$ cat src/rtl/icache_ctl.sv
module icache_ctl #(
  parameter int WAYS = 8,
  parameter int SETS = 128,
  localparam int IDX_W = $clog2(SETS),
  localparam int WAY_W = $clog2(WAYS)
) (
  input  logic             clk,
  input  logic             rst_n,
  input  logic             soft_rst,
  input  logic             cfg_we,
  input  logic [2:0]       cfg_wdata,
  output logic [2:0]       cfg_rdata,
  input  logic             fetch_req,
  input  logic [IDX_W-1:0] fetch_idx,
  input  logic [WAYS-1:0]  fetch_match,
  output logic             fetch_hit,
  output logic [WAYS-1:0]  hit_ways,
  output logic             ds_req,
  output logic             ds_single,
  input  logic             fill_req,
  input  logic [IDX_W-1:0] fill_idx,
  input  logic [WAY_W-1:0] fill_way,
  input  logic             binv_req,
  input  logic [IDX_W-1:0] binv_idx,
  output logic [WAYS-1:0]  inv_strobe,
  input  logic [IDX_W-1:0] obs_idx,
  output logic [WAYS-1:0]  obs_valid
);

  logic en_q, lk_q, fi_q;
  logic [WAYS-1:0] vld [SETS];

  logic clash, flash_now, fill_ok;

  assign flash_now = fi_q & en_q;
  assign fill_ok   = fill_req & en_q & ~lk_q;
  assign clash     = binv_req & (binv_idx == fetch_idx);

  assign cfg_rdata  = {fi_q, lk_q, en_q};
  assign hit_ways   = vld[fetch_idx] & fetch_match & {WAYS{fetch_req & en_q & ~clash}};
  assign fetch_hit  = |hit_ways;
  assign ds_req     = fetch_req & ~fetch_hit;
  assign ds_single  = ds_req & (~en_q | lk_q);
  assign inv_strobe = {WAYS{binv_req}};
  assign obs_valid  = vld[obs_idx];

  always_ff @(posedge clk or negedge rst_n) begin
    if (!rst_n) begin
      en_q <= 1'b0;
      lk_q <= 1'b0;
      fi_q <= 1'b0;
      for (int s = 0; s < SETS; s++) vld[s] <= '0;
    end else if (soft_rst) begin
      en_q <= 1'b0;
      lk_q <= 1'b0;
      fi_q <= 1'b0;
    end else begin
      if (cfg_we) {fi_q, lk_q, en_q} <= cfg_wdata;
      if (flash_now) begin
        if (!cfg_we) fi_q <= 1'b0;
        for (int s = 0; s < SETS; s++) vld[s] <= '0;
      end else begin
        if (fill_ok) vld[fill_idx][fill_way] <= 1'b1;
        if (binv_req) vld[binv_idx] <= '0;
      end
    end
  end

  a_r2_soft_clears_cfg: assert property (@(posedge clk) disable iff (!rst_n)
    soft_rst |=> (cfg_rdata == 3'b000));

  a_r3_disabled_goes_out: assert property (@(posedge clk) disable iff (!rst_n)
    (fetch_req && !cfg_rdata[0]) |-> (ds_req && ds_single && !fetch_hit));

  a_r5_locked_miss_single: assert property (@(posedge clk) disable iff (!rst_n)
    (ds_req && cfg_rdata[1]) |-> ds_single);

  a_r6_flash_self_clears: assert property (@(posedge clk) disable iff (!rst_n)
    (cfg_rdata[2] && cfg_rdata[0] && !cfg_we && !soft_rst) |=> !cfg_rdata[2]);

  a_r7_set_emptied: assert property (@(posedge clk) disable iff (!rst_n)
    (binv_req && !soft_rst) |=> (vld[$past(binv_idx)] == '0));

  a_r8_no_bus_forward: assert property (@(posedge clk) disable iff (!rst_n)
    (binv_req && !fetch_req) |-> (!ds_req && inv_strobe == {WAYS{1'b1}}));

  a_r9_same_set_misses: assert property (@(posedge clk) disable iff (!rst_n)
    (binv_req && fetch_req && binv_idx == fetch_idx) |-> !fetch_hit);

endmodule

$ cat config.mk
export PLATFORM = sky130hd
export DESIGN_NAME = icache_ctl
export DESIGN_NICKNAME = d
export VERILOG_FILES = /design/src/rtl/icache_ctl.sv
export SDC_FILE = /design/constraint.sdc
export NUM_CORES = 2
export LEC_CHECK = 0
export ABC_CLOCK_PERIOD_IN_PS = 4600
export BUFFER_PORTS_ARGS = -buffer_cell sky130_fd_sc_hd__buf_2
export CAP_MARGIN = 5
export CORE_MARGIN = 2
export CORE_UTILIZATION = 62
export DETAILED_ROUTE_END_ITERATION = 16
export PLACE_DENSITY_LB_ADDON = 0.15
export SYNTH_ARGS = -nofsm -noshare
export SYNTH_HDL_FRONTEND = slang
export SYNTH_SLANG_ARGS = --single-unit
export TNS_END_PERCENT = 5
$ cat constraint.sdc
create_clock -name clk -period 4.6 [get_ports clk]
set_input_delay 0.46 -clock clk [delete_from_list [all_inputs] [get_ports clk]]
set_output_delay 0.46 -clock clk [all_outputs]
set_load 0.01 [all_outputs]
==> key figures <==
Yosys
  – Ys async rst share: 100%
  – Synth cell types: 64
  – Syn avg cell area: about 11 um2
  – Post-synth EDFFs: 0
  – Post-Syn Area: 54300 um2
  – Seq/Total Area, Yosys: a little under half
  – Synthesized instance count: between 5k and 6k
  – #FFs+latches synth: between 1k and 1.5k
  – Post-synth top flop: dfrtp_1
  – Post-Syn Nets: roughly 5.1k
  – Ys Warns: 0

STA
  – Fin crit share: between 90 and 100%
  – Period minus WS final: ~4.6 ns
  – Clock Skews: ~0.018 ns
  – Slew @ Worst Pin: between 1 and 1.5 ns
  – Final hold vios: 0
  – Fmax: ~220 MHz
  – Final setup violation count: 0
  – Setup TNS: 0 ns
  – Unrepaired setup endpoints after global routing: no
  – Worst rel slew slack: about a tenth
  – Slew Viols, Final: 0

Clock tree
  – H-Tree Depth: 3
  – Clk slew on worst S/H paths: approximately 0.060 ns
  – CTS tree: built
  – Root buffer cell: clkbuf_16
  – Post CTS Setup Buffer Count: 0
  – Clock latency at the later pin of the worst-skew pair: 0.71 ns
  – Total CTS buffers: 105
  – Clock Path Buffers: 3
  – Clk sinks: about 1.0k

Drt
  – Starting DRC count in detailed routing: 8828
  – DR WL/cell: 33.5 um
  – WL final: between 200000 and 250000 um
  – DRC violations left: 3
  – Via density: approximately 7.5
  – Post-route ant nets: 0
  – Drt first pass iters: 14
  – Total number of vias: ~48k

Floorplan
  – Core area: between 80000 and 90000 um2
  – DIE AREA: 90000 um2
  – Starting Density: between 60% and 70%
  – Die H: around 300 um
  – IO Count: 79
  – Site row count: ~110
  – Die width: 300 um

GRT
  – Grt ovf: 0
  – Number of global-route vias before repair: ~45k
  – Wire length of the first global-routing pass: about 310000 um
  – Initial antenna violation count: 17
  – GRT Util Overall: 47.6%
  – Largest net degree at the start of global routing: 129

Placed design
  – Post-DP HPWL: around 150000 um
  – Input/output buffers: just under 80
  – Routability cong.: between 1 and 1.5

Status
  – Status: finished, violations left
  – Violations in the final reports: design-rule violations

Critical path
  – CP endpoint kind: output pin
  – Worst R2R End: vld[484]
  – Data arrival, critical path: slightly above 4 ns
  – Worst flop-to-flop path startpoint: en_q
  – R2R setup slack: around 1.6 ns
  – Setup crit start: fetch_idx[5]
  – Critical path class: primary input to output pin
  – FF-to-FF path depth: 8
  – Critical Path RT: 4.14 ns
  – Crit Path Max Fanout: 24
  – Critical Path Start Type: primary input

Finish
  – Area Overhead vs Synth: 11.7%
  – Layout cells sized above 1: around a fifth
  – Commonest non-fill, non-tap cells in the layout: nor2_1 (1185), a21oi_1 (1173), dfrtp_1 (1027), mux4_2 (476), mux2i_1 (206)
  – Commonest non-fill, non-tap cell in the layout: nor2_1
  – # nets final: between 5k and 6k
  – Fillers: between 6k and 7k

Hold path
  – Hold crit path type: primary input to flop
  – Origin of the worst min-delay path: cfg_wdata[1]
  – Worst hold stages: 3
  – Worst Hold Endpoint: lk_q

Power
  – Total power draw: between 15 and 20 mW
  – Worst vdd ir: approximately 0.36 mV
  – Cell area power density: around 320 nW/um2
  – Leak Pwr: about 28 nW

Run
  – Max-Cap Viols: 0
-- state kept, by name, summed over array words and instances, names as in the netlist --
signal / flops
en_q: 1
vld: 1024
lk_q: 1
fi_q: 1
-- timing repair --
item,CTS,global route
endpoints found under the setup margin,0,3
endpoints found under the hold margin,78,0
gates resized for setup,0,5
hold buffers,3,0
-- cell type report --
class                   instances  area (um2)  area share, %
multi-input cells            3669       27100           44.8
repair buffers                284        2720           4.48
clock buffers                 147        3050           5.02
flip-flops and latches       1027       25700           42.4
well taps                    1155        1450           2.38
diodes                          8        20.0         0.0330
inverters                       6        22.5         0.0371
clock inverters                42         556          0.916
-- cell families (layout without fill, tap and decap cells) --
family / Yosys count / count (layout) / share of synthesized area (%)
AO/OA/AOI/OAI: 1384 / 1384 / 13.8
XOR/XNOR: 7 / 7 / 0.113
buffers and inverters: 358 / 479 / 2.95
flip-flops: 1027 / 1027 / 47.3
multiplexers: 716 / 716 / 24.2
other: 0 / 8 / 0
AND/OR/NAND/NOR: 1562 / 1562 / 11.6
-- how the worst max path moves through the flow --
stage	to	slack (ns)	cells past startpoint
floorplan	obs_valid[3]	1.04	7
global placement	ds_single	0.09	13
detailed placement	fetch_hit	0.08	13
CTS	fetch_hit	0.005	8
global route	ds_single	0.01	12
finish	fetch_hit	0.003	12
-- cells in the mapped netlist (29+ instances only) --
master | count | area, um2
dfrtp_1 | 1027 | 25700
buf_2 | 70 | 350
mux2i_1 | 206 | 2060
mux4_2 | 476 | 10700
mux2_2 | 29 | 327
buf_1 | 45 | 169
nor2_1 | 1199 | 4500
nand3_1 | 53 | 265
a21oi_1 | 1173 | 5870
o22ai_1 | 39 | 244
a22oi_1 | 74 | 556
clkbuf_1 | 204 | 766
nand2_1 | 188 | 706
-- per-stage QoR --
step	hold slack [ns]	instances	worst slack, ns	util, %	cell area (um2)
detailed placement	0.495	6138	0.0761	65.7	57000
CTS	0.00301	6330	0.00546	69.8	60600
floorplan	0.164	5054	1.04	-	54300
global route	0.0348	6331	0.0112	69.9	60600
global placement	0.487	6137	0.0932	65.7	57000
finish	0.00647	6338	0.00263	69.9	60600
-- per-layer routing --
layer  global-route usage [%]  vias up  routed length (um)
li1                         -    18645                   -
met1                     64.6    23579               73900
met2                     66.8     4401               89600
met3                     17.6      872               34200
met4                     26.7       24               14700
met5                        0        -                 172
-- critical path, stage by stage --
cell,delay (ns)
buf_2,0.30
buf_4,0.28
or3b_2,0.49
nor2_1,0.50
a22o_1,0.40
nor2_1,0.09
a41oi_1,0.61
o31a_1,0.26
o41a_1,0.26
buf_4,0.22
or2_1,0.12
buf_2,0.12
-- power by group --
part	internal (mW)	switching, mW
Clock	5.24	3.83
Combinational	0.446	1.01
Sequential	9.05	0.0235
Note: power is estimated with default switching activity, not from simulation.
